$ cat src/rtl/race_timer_pkg.sv
package race_timer_pkg;
  localparam int unsigned NDIG = 5;
  typedef logic [3:0] bcd_t;
  typedef logic [NDIG-1:0][3:0] bcd_word_t;

  // Index 0 is thousandths; index 4 is tens of seconds.
  localparam bcd_word_t LIMIT_WORD = {4'd1, 4'd4, 4'd9, 4'd9, 4'd9};
  localparam bcd_word_t PRE_LIMIT  = {4'd1, 4'd4, 4'd9, 4'd9, 4'd8};

  function automatic bcd_t bcd_step(input bcd_t d);
    return (d == 4'd9) ? 4'd0 : d + 4'd1;
  endfunction

  function automatic logic bcd_full(input bcd_t d);
    return d == 4'd9;
  endfunction

  function automatic int unsigned word_to_ms(input bcd_word_t w);
    int unsigned acc;
    acc = 0;
    for (int i = NDIG - 1; i >= 0; i--) acc = acc * 10 + int'(w[i]);
    return acc;
  endfunction
endpackage

$ cat src/rtl/ms_prescaler.sv
module ms_prescaler #(
  parameter int unsigned TICK_CYCLES = 50000
) (
  input  logic clk,
  input  logic rst_n,
  input  logic clear,
  input  logic run,
  output logic tick
);
  localparam int unsigned CW = (TICK_CYCLES > 2) ? $clog2(TICK_CYCLES) : 1;
  localparam logic [CW-1:0] LAST = CW'(TICK_CYCLES - 1);

  logic [CW-1:0] phase_q;
  logic          at_last;

  assign at_last = (phase_q == LAST);
  assign tick    = run & ~clear & at_last;

  always_ff @(posedge clk or negedge rst_n) begin
    if (!rst_n)         phase_q <= '0;
    else if (clear)     phase_q <= '0;
    else if (run) begin
      if (at_last)      phase_q <= '0;
      else              phase_q <= phase_q + CW'(1);
    end
  end
endmodule

$ cat src/rtl/bcd_digit.sv
module bcd_digit
  import race_timer_pkg::*;
(
  input  logic clk,
  input  logic rst_n,
  input  logic clear,
  input  logic inc,
  output bcd_t value
);
  always_ff @(posedge clk or negedge rst_n) begin
    if (!rst_n)     value <= '0;
    else if (clear) value <= '0;
    else if (inc)   value <= bcd_step(value);
  end
endmodule

$ cat src/rtl/race_timer.sv
module race_timer
  import race_timer_pkg::*;
#(
  parameter int unsigned TICK_CYCLES = 50000
) (
  input  logic       clk,
  input  logic       rst_n,
  input  logic       clear,
  input  logic       run,
  output logic [3:0] sec_tens,
  output logic [3:0] sec_ones,
  output logic [3:0] frac_tenths,
  output logic [3:0] frac_hundredths,
  output logic [3:0] frac_thousandths,
  output logic       saturated
);
  // Named internal events, observed by the bound checker.
  logic            tick;
  logic            advance;
  logic [NDIG-1:0] carry;
  bcd_word_t       dig_q;
  logic            sat_q;
  logic            hit_limit;

  ms_prescaler #(.TICK_CYCLES(TICK_CYCLES)) u_pre (
    .clk   (clk),
    .rst_n (rst_n),
    .clear (clear),
    .run   (run),
    .tick  (tick)
  );

  assign advance   = tick & ~sat_q;
  assign hit_limit = advance & (dig_q == PRE_LIMIT);

  assign carry[0] = advance;
  for (genvar i = 1; i < NDIG; i++) begin : g_carry
    assign carry[i] = carry[i-1] & bcd_full(dig_q[i-1]);
  end

  for (genvar i = 0; i < NDIG; i++) begin : g_dig
    bcd_digit u_dig (
      .clk   (clk),
      .rst_n (rst_n),
      .clear (clear),
      .inc   (carry[i]),
      .value (dig_q[i])
    );
  end

  always_ff @(posedge clk or negedge rst_n) begin
    if (!rst_n)         sat_q <= 1'b0;
    else if (clear)     sat_q <= 1'b0;
    else if (hit_limit) sat_q <= 1'b1;
  end

  assign frac_thousandths = dig_q[0];
  assign frac_hundredths  = dig_q[1];
  assign frac_tenths      = dig_q[2];
  assign sec_ones         = dig_q[3];
  assign sec_tens         = dig_q[4];
  assign saturated        = sat_q;
endmodule

$ cat config.mk
export PLATFORM = sky130hd
export DESIGN_NAME = race_timer
export DESIGN_NICKNAME = d
export VERILOG_FILES = /design/src/rtl/race_timer_pkg.sv /design/src/rtl/ms_prescaler.sv /design/src/rtl/bcd_digit.sv /design/src/rtl/race_timer.sv
export SDC_FILE = /design/constraint.sdc
export NUM_CORES = 1
export LEC_CHECK = 0
export BUFFER_PORTS_ARGS = -buffer_cell sky130_fd_sc_hd__buf_2
export CORE_ASPECT_RATIO = 0.9
export CORE_UTILIZATION = 45
export CTS_CLUSTER_SIZE = 28
export DETAILED_ROUTE_END_ITERATION = 7
export PLACE_DENSITY = 0.68
export SLEW_MARGIN = 20
export SYNTH_ARGS = -nofsm -noshare
export SYNTH_HDL_FRONTEND = slang
export SYNTH_SLANG_ARGS = --single-unit
$ cat constraint.sdc
create_clock -name clk -period 2.1 [get_ports clk]
set_input_delay 0.42 -clock clk [delete_from_list [all_inputs] [get_ports clk]]
set_output_delay 0.42 -clock clk [all_outputs]
set_load 0.01 [all_outputs]
# After elaboration in Yosys (flattened, before gate mapping)
# Cells that the tools add are included.
totals:
  reg_bits: 37
  inputBits: 4
op_classes:
  addsub: 6
  eq_ne: 7
  n_mux: 20
  bitwise: 10
  n_reduce_logical: 7
ops:
  columns: ["op", "count"]
  rows:
  - ["$mux 4", 15]
  - ["$mux 16", 3]
  - ["$add 4x1->4 const B", 5]
  - ["$eq 20x17->1 const B", 1]
  - ["$eq 4x4->1 const B", 5]
  - ["$add 16x1->16 const B", 1]
  - ["$eq 16x16->1 const B", 1]
  - ["$reduce_bool 2->1", 7]
  - ["$and 1x1->1", 8]
  - ["$mux 1", 2]
  - ["$not 1->1", 2]

# Logic depth before layout (Yosys ltp)
# Gate-level depths: netlist (run 1).
logic_depth:
  word_depth: 10
  ltp_mapped: 8
  mapped_depth_nobuf: 6

# Hierarchy
# From an unflattened synthesis (run 1), not the netlist that was laid out.
hier_totals:
  cells_unflattened: 241
  area_unflattened_um2: 2336.0
modules_own_cells:
  columns: ["module", "instances", "cells_per_inst", "area_per_inst_um2"]
  rows:
  - ["bcd_digit", 5, 24, 237.7]
  - ["ms_prescaler", 1, 103, 977.2]
  - ["race_timer", 1, 18, 170.2]

# Least setup slack after synthesis (run 1)
# OpenSTA, ideal clock, no wires.
synth_timing:
  path_kind: "reg-to-reg"
  from: "register u_pre.phase_q[0]"
  to: "register g_dig[1].u_dig.value[0]"
  setup_ps: 78
  arrival_ps: 1745
  slack_ps: 277
  stages_incl_launch_ff: 7
  period_less_slack_ps: 1823
  cell_sequence: "dfrtp_1 ha_1 and4_2 nand4_2 buf_6 or4_1 a21oi_1"
synth_between:
  elab_chain_len: 5
synth_lines:
  columns: ["element", "line", "source"]
  rows:
  - ["start: declaration", "ms_prescaler.sv:13", "logic [CW-1:0] phase_q;"]
  - ["start signal: assignment", "ms_prescaler.sv:24", "else phase_q <= phase_q + CW'(1);"]
  - ["$eq 16x16->1", "ms_prescaler.sv:16", "assign at_last = (phase_q == LAST);"]
  - ["$and 1x1->1", "ms_prescaler.sv:17", "assign tick = run & ~clear & at_last;"]
  - ["$and 1x1->1", "race_timer.sv:33", "assign advance = tick & ~sat_q;"]
  - ["$and 1x1->1", "race_timer.sv:38", "assign carry[i] = carry[i-1] & bcd_full(dig_q[i-1]);"]
  - ["$reduce_bool 2->1 (no source line)", null, null]
  - ["end signal: assignment", "bcd_digit.sv:13", "else if (inc) value <= bcd_step(value);"]
  - ["end: declaration", "bcd_digit.sv:8", "output bcd_t value"]
# Every way passes these cells.
# A chain may end at the register's enable or synchronous reset.

# Worst setup path after layout (run 1)
layout_timing:
  from: "register u_pre.phase_q[0]"
  to: "register g_dig[2].u_dig.value[1]"
layout_between:
  elab_chain_len: 6
layout_lines:
  columns: ["element", "line"]
  rows:
  - ["$eq 16x16->1", "ms_prescaler.sv:16"]
  - ["$and 1x1->1", "ms_prescaler.sv:17"]
  - ["$and 1x1->1", "race_timer.sv:33"]
  - ["$and 1x1->1 (2 in series)", "race_timer.sv:38"]
  - ["$reduce_bool 2->1 (no source line)", null]
  - ["end signal: assignment", "bcd_digit.sv:13"]
  - ["end: declaration", "bcd_digit.sv:8"]
# Every way passes these cells.

==> metrics.md, run 1 <==
| Metric | Value |
|---|---|
| Netlist cell types | 50 |
| Area delta synth->final | 11.7% |
| Clk slew on worst S/H paths | 0.07 ns |
| Max stage delay on crit path | approximately 0.49 ns |
| GRT busiest layer | met2 |
| Mux contribution to synthesized area | 0.0134 |
| Post-DP Area | ~2600 um^2 |
| Die Y-Extent | 71.7 um |
| Die X-Extent | between 70 and 80 um |
| Most common cell in the synthesized netlist | dfrtp_1 |
| Setup crit end kind | flip-flop |
| Ys Warns | 0 |
| Layout cells sized above 1 | 0.171 |
| Syn Inst Count | about 270 |
| Most used DFF post-synth | dfrtp_1 |
| Post-Synthesis Cell Area | 2430 um^2 |
| XOR/XNOR share of the synthesized area | 0.00360 |
| Root buf cell | clkbuf_8 |
| Syn avg cell area | approximately 9.0 um^2 |
| Hold Buf Count CTS | 0 |
| Synth Register Bits | 37 |
| GRT overflow | 0 |
| Finish-stage setup viols | 0 |
| Initial antenna violation count | 0 |
| H-tree depth | 2 |
| First-pass GRT wire length | roughly 9.6 mm |
| Grt met1 use | 0.322 |
| Main area contributors after synthesis | dfrtp_1 38%, ha_1 5.1%, a31oi_1 4.6% |
| Post-synthesis compound-gate area fraction | 0.180 |
| Largest net degree at the start of global routing | 38 |
| EDFF count, synth | 0 |
| Fmax achieved | just over 0.5 GHz |
| Slew Limit Headroom | 0.644 |
| Endpoints failing hold | 0 |
| Post-route cell area | ~2700 um^2 |
| Number of I/O pins | 25 |
| Nets | 307 |
| Fin crit share | 0.934 |
| Max capacitance violation total | 0 |
| Syn nets | 285 |
| PwrDens | 489 nW/um^2 |
| Synth top area share | 0.381 |
| Wire per inst | 15.9 um |
| IO buf count | 24 |
| Outcome | complete, no violations |
| Skew-Pair Late Insertion Delay | 0.29 ns |
| Min-Delay Path Class | in -> async |
| Detailed Place HPWL | 4.02 mm |
| Largest family of logic cells by synthesized area | simple AND/OR/NAND/NOR gates |
| Routed vias/inst | slightly above 6 |
| Number of global-route vias before repair | about 1900 |
| Simple-gate portion of the synthesized area | 0.312 |
| Total Routing Usage GR | 0.221 |
| Iter 0 DRT Violations | between 100 and 150 |
| Antenna-violating nets left | 0 |
| Pre-antenna DRT Iters | 4 |
| Critical path data arrival time | 2.18 ns |
| CTS Buf Count | 5 |
| TritonCTS clock tree | yes |
| Initial Util | 0.466 |
| Async S/R FF share, synth | 1.00 |
| Core ar. | 5220 um^2 |
| Leakage | 0.00113 uW |
| Sum of negative setup slack | 0 ns |
| Final wirelength | 5.74 mm |
| Setup Skew | roughly 0.0026 ns |
| Synth Area in Adders | 0.0514 |
| Max-slew violation count | 0 |
| Worst setup SP type | flip-flop |
| Met2 Use GR | 0.323 |
| RSZ-0062 raised after global routing | false |
| Slowest-stage cell, CP | or4_1 |
| Worst-case vdd ir drop | between 0.0003 and 0.0004 V |
| Fin crit period | 1.96 ns |
| WP data required | 2.32 ns |
| CTS sink count | 37 |
| DRC | 0 |
| Synth cell count leaders | 37 x dfrtp_1, 19 x nand2_1, 18 x a31oi_1, 15 x inv_1 |
| Worst slew pin tran | 0.529 ns |
| # resized after CTS | 0 |
| Post-synth top area cell | dfrtp_1 |
| Crit Path Max Fanout | 17 |
| Setup bufs post-CTS | 0 |
| Critical path type | reg -> reg |
| ANT cells | 0 |
| Register area share after synthesis | 0.381 |
| Routability cong. | 0.881 |
| Worst-path cell chain | ha_2 > and4_4 > nand4_1 > buf_4 > or4_1 > a21oi_1 |
| M3 GR Usage | 0.0395 |
| Die area | 5700 um^2 |
| Num rows | 25 |
| Clock Path Buffers | 2 |
| Vias | 2200 |
==> critical path: cells and delay by family, from the launching register on <==
kind / cells / cell delay [ns]
simple gates: 3 / 0.84
compound gates: 1 / 0.17
fa+ha+maj: 1 / 0.25
buf+inv: 1 / 0.20
flops: 1 / 0.42
==> per-stage QoR <==
stage	cells	power (uW)	setup slack (ns)	hold slack, ns	utilization
after CTS	360	1340	0.0771	0.0867	0.519
after global placement	353	832	0.182	0.404	0.503
final	360	1330	0.138	0.0770	0.520
after floorplan	271	791	0.277	0.124	-
after detailed placement	353	835	0.118	0.403	0.503
after global routing	360	1390	0.00336	0.0901	0.520
==> where the power goes <==
part           internal, uW  switching (uW)
clock                   260             249
sequential              719            12.4
combinational          30.0            58.3
total                  1010             320
==> state kept, by name (all words and copies together), names as in the netlist <==
signal,cells
u_pre.phase_q,16
saturated,1
g_dig.u_dig.value,20
==> kinds of logic (layout without fill, tap and decap cells) <==
logic type / count (synthesis) / count (layout)
buffers and inverters: 33 / 55
XOR/XNOR: 1 / 1
multiplexers: 3 / 3
adder cells (fa/ha/maj): 10 / 10
AO/OA/AOI/OAI: 68 / 68
AND/OR/NAND/NOR: 119 / 119
flip-flops: 37 / 37
==> cell type report <==
cell class / instances / area (um^2)
sequential: 37 / 926
clock buffer: 7 / 86.3
timing repair buffer: 32 / 193
inverter: 16 / 60.1
tap: 67 / 83.8
multi-input combinational: 201 / 1370
fill: 480 / 2510
==> routing by layer <==
layer	vias up	wire length, um
li1	1079	-
met1	1052	2830
met2	61	2530
met3	8	295
met4	0	88
met5	-	0
==> final timing paths <==
kind,startpoint,endpoint,slack [ns],depth (start not counted)
worst max-delay path,u_pre.phase_q[0],g_dig[2].u_dig.value[1],0.14,6
worst min-delay path,rst_n,g_dig[2].u_dig.value[2],0.08,2
worst max register to register,u_pre.phase_q[0],g_dig[2].u_dig.value[1],0.14,6
worst min register to register,u_pre.phase_q[9],u_pre.phase_q[9],0.57,1
max in group asynchronous,rst_n,g_dig[3].u_dig.value[0],1.84,2
min in group clk,clear,u_pre.phase_q[2],0.49,3
==> placed cells by master, fill, tap and decap left out, types with 11 or more instances in the layout <==
cell type  instances
a31oi_1           18
nand3_1           14
buf_2             24
nor2_1            14
a21oi_1           13
nand2_1           19
nand4_1           11
o21ai_0           11
inv_1             15
dfrtp_1           37
(Power assumes the default switching activity.)
==> inputs of run 2 (changes only) <==
--- a/config.mk
+++ b/config.mk
@@ -11,7 +11,7 @@
 export CTS_CLUSTER_SIZE = 28
 export DETAILED_ROUTE_END_ITERATION = 7
 export PLACE_DENSITY = 0.68
-export SLEW_MARGIN = 20
+export SLEW_MARGIN = 10
 export SYNTH_ARGS = -nofsm -noshare
 export SYNTH_HDL_FRONTEND = slang
 export SYNTH_SLANG_ARGS = --single-unit
==> constraint.sdc (replaced) <==
create_clock -name clk -period 2.4 [get_ports clk]
set_input_delay 0.48 -clock clk [delete_from_list [all_inputs] [get_ports clk]]
set_output_delay 0.48 -clock clk [all_outputs]
set_load 0.01 [all_outputs]
==> run 2 against run 1 <==
Final area decreased by 1.7%. Worst hold slack improved by 0.20 ns. Register-to-register slack improved by 0.26 ns. Wire length increased by 0.28%. Fmax decreased by 1.8%. First-iteration DRC count increased by 20%. Global-route usage increased by 0.23 points. Clock skew increased by 0.0048 ns. Critical endpoint is now g_dig[1].u_dig.value[3]. Total power decreased by 15%.
==> metrics.md, run 2 (synthesis gave the netlist of run 1 again) <==
| Metric | Value |
|---|---|
| Largest net degree at the start of global routing | 38 (unchanged) |
| GRT overflow | 0 (unchanged) |
| CTS Buf Count | 5 (unchanged) |
| Number of global-route vias before repair | 2017 (was 1916) |
| Crit Path Max Fanout | 9 (was 17) |
| Flop pwr share | 0.566 (was 0.551) |
| Fmax achieved | 0.500 GHz (was 0.510 GHz) |
| Most frequent cells in the layout | 37 x dfrtp_1, 24 x buf_2, 19 x nand2_1, 18 x a31oi_1, 15 x inv_1 (unchanged) |
| Min-Delay Path Class | in -> async (unchanged) |
| Critical path data arrival time | 2.20 ns (was 2.18 ns) |
| Detailed Place HPWL | 3.97 mm (was 4.02 mm) |
| Outcome | complete, no violations (unchanged) |
| Most flop-heavy register | g_dig.u_dig.value (unchanged) |
| Clk slew on worst S/H paths | 0.07 ns (about the same) |
| Nets | 304 (was 307) |
| Post-route cell area | 2670 um^2 (was 2720 um^2) |
| Grt met1 use | 0.320 (was 0.322) |
| TritonCTS clock tree | yes (unchanged) |
| Placed cells | 350 (was 353) |
| RSZ-0062 raised after global routing | false (unchanged) |
| Clock Power Share | 0.372 (was 0.383) |
| DRC | 0 (unchanged) |
| Slowest-stage cell, CP | or4_1 (unchanged) |
| M3 GR Usage | 0.0433 (was 0.0395) |
| Initial Util | 0.466 (unchanged) |
| Routability cong. | 0.851 (was 0.881) |
| Psw | 275 uW (was 320 uW) |
| ANT cells | 0 (unchanged) |
| Switching share of power | 0.243 (was 0.240) |
| Wire per inst | 16.1 um (was 15.9 um) |
| Die area | 5700 um^2 (unchanged) |
| Die Y-Extent | 71.7 um (unchanged) |
| H-tree depth | 2 (unchanged) |
| Setup bufs post-CTS | 0 (unchanged) |
| Number of I/O pins | 25 (unchanged) |
| Max capacitance violation total | 0 (unchanged) |
| Fin crit period | 2.00 ns (was 1.96 ns) |
| Pre-antenna DRT Iters | 4 (unchanged) |
| Layout cells sized above 1 | 0.155 (was 0.171) |
| CTS sink count | 37 (unchanged) |
| Worst-case vdd ir drop | 0.000318 V (was 0.000351 V) |
| Worst slew pin tran | 0.951 ns (was 0.529 ns) |
| Reg area | 926 um^2 (unchanged) |
| Max FFs per register | 20 (unchanged) |
| Power Total | 1130 uW (was 1330 uW) |
| Slew Limit Headroom | 0.364 (was 0.644) |
| Internal | 856 uW (was 1010 uW) |
| # resized after CTS | 0 (unchanged) |
| WHS | 0.279 ns (was 0.0770 ns) |
| Met2 Use GR | 0.337 (was 0.323) |
| Setup crit end kind | flip-flop (unchanged) |
| Leakage | 0.00111 uW (was 0.00113 uW) |
| Max stage delay on crit path | 0.55 ns (was 0.49 ns) |
| Hold Buf Count CTS | 0 (unchanged) |
| Final wirelength | 5.76 mm (was 5.74 mm) |
| Iter 0 DRT Violations | 165 (was 138) |
| Routed vias/inst | 6.15 (was 6.11) |
| PwrDens | 423 nW/um^2 (was 489 nW/um^2) |
| Sum of negative setup slack | 0 ns (unchanged) |
| Skew-Pair Late Insertion Delay | 0.29 ns (about the same) |
| IO buf count | 24 (unchanged) |
| Num rows | 25 (unchanged) |
| Logic pwr share | 0.062 (was 0.066) |
| Vias | 2202 (was 2200) |
| Multi-input logic area | 1360 um^2 (was 1370 um^2) |
| Die X-Extent | 79.5 um (unchanged) |
| Worst setup SP type | flip-flop (unchanged) |
| Endpoints failing hold | 0 (unchanged) |
| Fin crit share | 0.833 (was 0.934) |
| Total Routing Usage GR | 0.223 (was 0.221) |
| Most common cell after layout, fill and taps aside | dfrtp_1 (unchanged) |
| Post-DP Area | 2590 um^2 (was 2630 um^2) |
| GRT busiest layer | met2 (unchanged) |
| Max-slew violation count | 0 (unchanged) |
| Area delta synth->final | 9.83% (was 11.7%) |
| Root buf cell | clkbuf_8 (unchanged) |
| Critical path type | reg -> reg (unchanged) |
| Worst-path cell chain | ha_1 > and4_2 > nand4_2 > or4_1 > a21oi_1 (was ha_2 > and4_4 > nand4_1 > buf_4 > or4_1 > a21oi_1) |
| Core ar. | 5220 um^2 (unchanged) |
| Finish-stage setup viols | 0 (unchanged) |
| Setup Skew | 0.00735 ns (was 0.00259 ns) |
| Finished Layout Cells | 358 (was 360) |
| WP data required | 2.61 ns (was 2.32 ns) |
| Clock Path Buffers | 2 (unchanged) |
| Fillers | 487 (was 480) |
| Antenna-violating nets left | 0 (unchanged) |
| First-pass GRT wire length | 9.96 mm (was 9.63 mm) |
| Initial antenna violation count | 0 (unchanged) |
run 2: cell types whose count changed in the layout (fill, tap and decap cells not counted), sizes merged:
cell    previous run  this run
clkbuf             7         8
buf               32        29
run 2: final cells by class:
class / instances / share of cell area
clock buffer: 8 / 0.0300
inverter: 16 / 0.0225
multi-input combinational: 201 / 0.511
sequential: 37 / 0.347
tap: 67 / 0.0314
timing repair buffer: 29 / 0.0590
run 2: worst paths after layout:
path / startpoint / endpoint / slack, ns / cells past startpoint
setup / recovery: u_pre.phase_q[0] / g_dig[1].u_dig.value[3] / 0.40 / 5
hold / removal: rst_n / g_dig[2].u_dig.value[1] / 0.28 / 1
setup reg to reg: u_pre.phase_q[0] / g_dig[1].u_dig.value[3] / 0.40 / 5
hold reg to reg: u_pre.phase_q[0] / u_pre.phase_q[0] / 0.58 / 1
max in group asynchronous: rst_n / u_pre.phase_q[11] / 1.58 / 1
min in group clk: run / u_pre.phase_q[15] / 0.57 / 3
run 2: layer usage:
metal / vias to the layer above / routed length, um / part of all wire
li1: 1073 / - / -
met1: 1080 / 2920 / 0.51
met2: 43 / 2580 / 0.45
met3: 6 / 196 / 0.034
met4: 0 / 59 / 0.010
met5: - / 0 / 0
run 2: power groups by stage:
| stage | Combinational [uW] | Clock, uW | Sequential (uW) |
|---|---|---|---|
| floorplan | 41.5 | 0 | 650 |
| global placement | 69.1 | 0 | 652 |
| finish | 70.3 | 420 | 640 |
| global route | 79.9 | 465 | 641 |
| detailed placement | 70.4 | 0 | 652 |
| CTS | 70.7 | 441 | 640 |
run 2: critical path: cells and delay by family (launching register included):
| kind | cells | cell delay [ns] |
|---|---|---|
| compound gates | 1 | 0.17 |
| simple gates | 3 | 1.07 |
| flops | 1 | 0.43 |
| fa+ha+maj | 1 | 0.25 |
run 2: through the flow:
| step | utilization | worst slack, ns |
|---|---|---|
| floorplan | - | 0.577 |
| detailed placement | 0.496 | 0.420 |
| global placement | 0.496 | 0.427 |
| finish | 0.511 | 0.401 |
| CTS | 0.511 | 0.409 |
| global route | 0.511 | 0.240 |
==> inputs of run 3 (changes only) <==
--- a/config.mk
+++ b/config.mk
@@ -10,7 +10,7 @@
 export CORE_UTILIZATION = 45
 export CTS_CLUSTER_SIZE = 28
 export DETAILED_ROUTE_END_ITERATION = 7
-export PLACE_DENSITY = 0.68
+export PLACE_DENSITY = 0.7
 export SLEW_MARGIN = 10
 export SYNTH_ARGS = -nofsm -noshare
 export SYNTH_HDL_FRONTEND = slang
==> constraint.sdc (replaced) <==
create_clock -name clk -period 1.7 [get_ports clk]
set_input_delay 0.34 -clock clk [delete_from_list [all_inputs] [get_ports clk]]
set_output_delay 0.34 -clock clk [all_outputs]
set_load 0.01 [all_outputs]
==> run 3 against run 2 <==
Combinational power rose by 120%. Setup slack got worse by 0.56 ns. Via count rose by 17%. Critical path type unchanged. Cell count rose by 18%. Final area rose by 30%. Die area did not move. The flow now finishes with violations (hold timing, setup timing). Clock skew barely moved. First-iteration DRC count rose by 41%. Global-route usage rose by 1.8 points.
==> metrics.md, run 3 (synthesis gave the netlist of run 1 again) <==
| Metric | Value |
|---|---|
| Initial antenna violation count | 0 (unchanged) |
| Endpoints failing hold | 2 (was 0) |
| Fmax achieved | 0.538 GHz (was 0.500 GHz) |
| Fin crit period | 1.86 ns (was 2.00 ns) |
| Outcome | finished with violations (was complete, no violations) |
| CTS sink count | 37 (unchanged) |
| Core ar. | 5220 um^2 (unchanged) |
| Routed vias/inst | 6.11 (was 6.15) |
| DRC | 0 (unchanged) |
| ANT cells | 0 (unchanged) |
| Num rows | 25 (unchanged) |
| Max stage delay on crit path | 0.48 ns (was 0.55 ns) |
| Clock Path Buffers | 2 (unchanged) |
| Total Routing Usage GR | 0.241 (was 0.223) |
| Critical path data arrival time | 2.09 ns (was 2.20 ns) |
| Worst R2R Setup Slack | -0.16 ns (was 0.40 ns) |
| Worst slew pin tran | 0.382 ns (was 0.951 ns) |
| Failing checks | hold timing, setup timing |
| Die area | 5700 um^2 (unchanged) |
| Nets | 367 (was 304) |
| Die X-Extent | 79.5 um (unchanged) |
| Fin crit share | 1.09 (was 0.833) |
| Area delta synth->final | 42.6% (was 9.83%) |
| Largest net degree at the start of global routing | 38 (unchanged) |
| Finished Layout Cells | 421 (was 358) |
| Critical path type | reg -> reg (unchanged) |
| WHS | -0.00355 ns (was 0.279 ns) |
| Max capacitance violation total | 0 (unchanged) |
| Min-Delay Path Class | in -> async (unchanged) |
| Max-slew violation count | 0 (unchanged) |
| WP data required | 1.93 ns (was 2.61 ns) |
| IO buf count | 24 (unchanged) |
| TritonCTS clock tree | yes (unchanged) |
| Worst-path cell chain | buf_4 > nor4b_4 > nand4_1 > buf_6 > or4_4 > a21oi_2 (was ha_1 > and4_2 > nand4_2 > or4_1 > a21oi_1) |
| Layout cells sized above 1 | 0.412 (was 0.155) |
| Pre-antenna DRT Iters | 6 (was 4) |
| Antenna-violating nets left | 0 (unchanged) |
| RSZ-0062 raised after global routing | true (was false) |
| Die Y-Extent | 71.7 um (unchanged) |
| Number of global-route vias before repair | 2266 (was 2017) |
| Number of I/O pins | 25 (unchanged) |
| Slew Limit Headroom | 0.744 (was 0.364) |
| Setup crit end kind | flip-flop (unchanged) |
| Clk slew on worst S/H paths | 0.08 ns (was 0.07 ns) |
| Routability cong. | 0.860 (was 0.851) |
| Buf+Inv Stages, Crit Path | 2 (was 0) |
| Final wirelength | 7.11 mm (was 5.76 mm) |
| Placed cells | 396 (was 350) |
| Most frequent cells in the layout | 54 x buf_4, 30 x dfrtp_1, 24 x buf_2, 19 x nand2_1, 17 x a31oi_1 (was 37 x dfrtp_1, 24 x buf_2, 19 x nand2_1, 18 x a31oi_1, 15 x inv_1) |
| Finish-stage setup viols | 19 (was 0) |
| PwrDens | 480 nW/um^2 (was 423 nW/um^2) |
| R2R depth | 6 (was 5) |
| Hold Buf Count CTS | 0 (unchanged) |
| Setup Skew | 0.00700 ns (was 0.00735 ns) |
| Worst r2r dst | g_dig[2].u_dig.value[1] (was g_dig[1].u_dig.value[3]) |
| Reg-to-Reg Start | u_pre.phase_q[5] (was u_pre.phase_q[0]) |
| Detailed Place HPWL | 4.46 mm (was 3.97 mm) |
| CTS Buf Count | 5 (unchanged) |
| Initial Util | 0.466 (unchanged) |
| Most flop-heavy register | g_dig.u_dig.value (unchanged) |
| Worst-case vdd ir drop | 0.000330 V (was 0.000318 V) |
| CP delay by family, top | simple AND/OR/NAND/NOR gates (unchanged) |
| Final worst slack | -0.158 ns (was 0.401 ns) |
| GRT overflow | 0 (unchanged) |
| Leakage | 0.00152 uW (was 0.00111 uW) |
| CP startpoint | u_pre.phase_q[5] (was u_pre.phase_q[0]) |
| Crit Path Max Fanout | 7 (was 9) |
| Post-layout util | 0.664 (was 0.511) |
| H-tree depth | 2 (unchanged) |
| Most common cell after layout, fill and taps aside | buf_4 (was dfrtp_1) |
| First-pass GRT wire length | 10.6 mm (was 9.96 mm) |
| Wire per inst | 16.9 um (was 16.1 um) |
| Vias | 2573 (was 2202) |
| Slowest-stage cell, CP | or4_4 (was or4_1) |
| Skew-Pair Late Insertion Delay | 0.30 ns (was 0.29 ns) |
| Worst setup SP type | flip-flop (unchanged) |
| Iter 0 DRT Violations | 233 (was 165) |
| Root buf cell | clkbuf_8 (unchanged) |
| Max FFs per register | 20 (unchanged) |
## run 3: changes by cell type in the layout (fill, tap and decap cells not counted), sizes merged
| cell | before | now |
|---|---|---|
| buf | 29 | 91 |
| clkbuf | 8 | 9 |
## run 3: per-stage QoR
step | area, um^2 | setup TNS (ns) | setup WS (ns) | hold WS [ns] | total power [uW]
after global placement | 2970 | -0.422 | -0.0881 | 0.327 | 1050
after detailed placement | 2970 | -0.800 | -0.103 | 0.324 | 1060
after global routing | 3470 | -2.99 | -0.212 | 0.0252 | 1740
after floorplan | 2480 | -0.266 | -0.0666 | 0.0444 | 977
final | 3470 | -1.21 | -0.158 | -0.00355 | 1670
after CTS | 3120 | -0.644 | -0.0929 | 0.00907 | 1660
## run 3: how the worst max path moves through the flow
stage                                         end  slack (ns)  cells after the start
final                     g_dig[2].u_dig.value[1]       -0.16                      6
after global routing      g_dig[2].u_dig.value[0]       -0.21                      6
after CTS                 g_dig[1].u_dig.value[2]       -0.09                      4
after detailed placement  g_dig[2].u_dig.value[0]       -0.10                      5
after global placement    g_dig[2].u_dig.value[0]       -0.09                      5
after floorplan           g_dig[1].u_dig.value[0]       -0.07                      6
## run 3: per-layer routing
metal	part of all wire	wire length, um	track usage
met3	0.065	461	0.0510
met2	0.48	3440	0.381
met5	0	0	0
met4	0.030	210	0.0970
met1	0.42	3000	0.321
## run 3: final cells by class
| class | count | area (um^2) |
|---|---|---|
| clock buffer | 8 | 80.1 |
| inverter | 16 | 60.1 |
| multi-input combinational | 201 | 1600 |
| tap | 67 | 83.8 |
| fill | 395 | 1760 |
| timing repair buffer | 92 | 709 |
| sequential | 37 | 935 |
## run 3: report_power, final
group	internal (uW)	switching, uW
logic	62.5	95.7
clock network	292	318
registers	889	8.81
total	1240	423
## run 3: worst register-to-register path, delay by kind of cell (launching register included)
kind | cells | cell delay (ns)
compound gates | 1 | 0.12
flops | 1 | 0.39
simple gates | 3 | 0.94
buf+inv | 2 | 0.34
## run 3: repair_timing
item,CTS,global route
endpoints found under the setup margin,21,35
buffers inserted,4,11
endpoints found under the hold margin,0,0
gates cloned,0,2
gates resized for setup,13,56
pin swaps,10,30
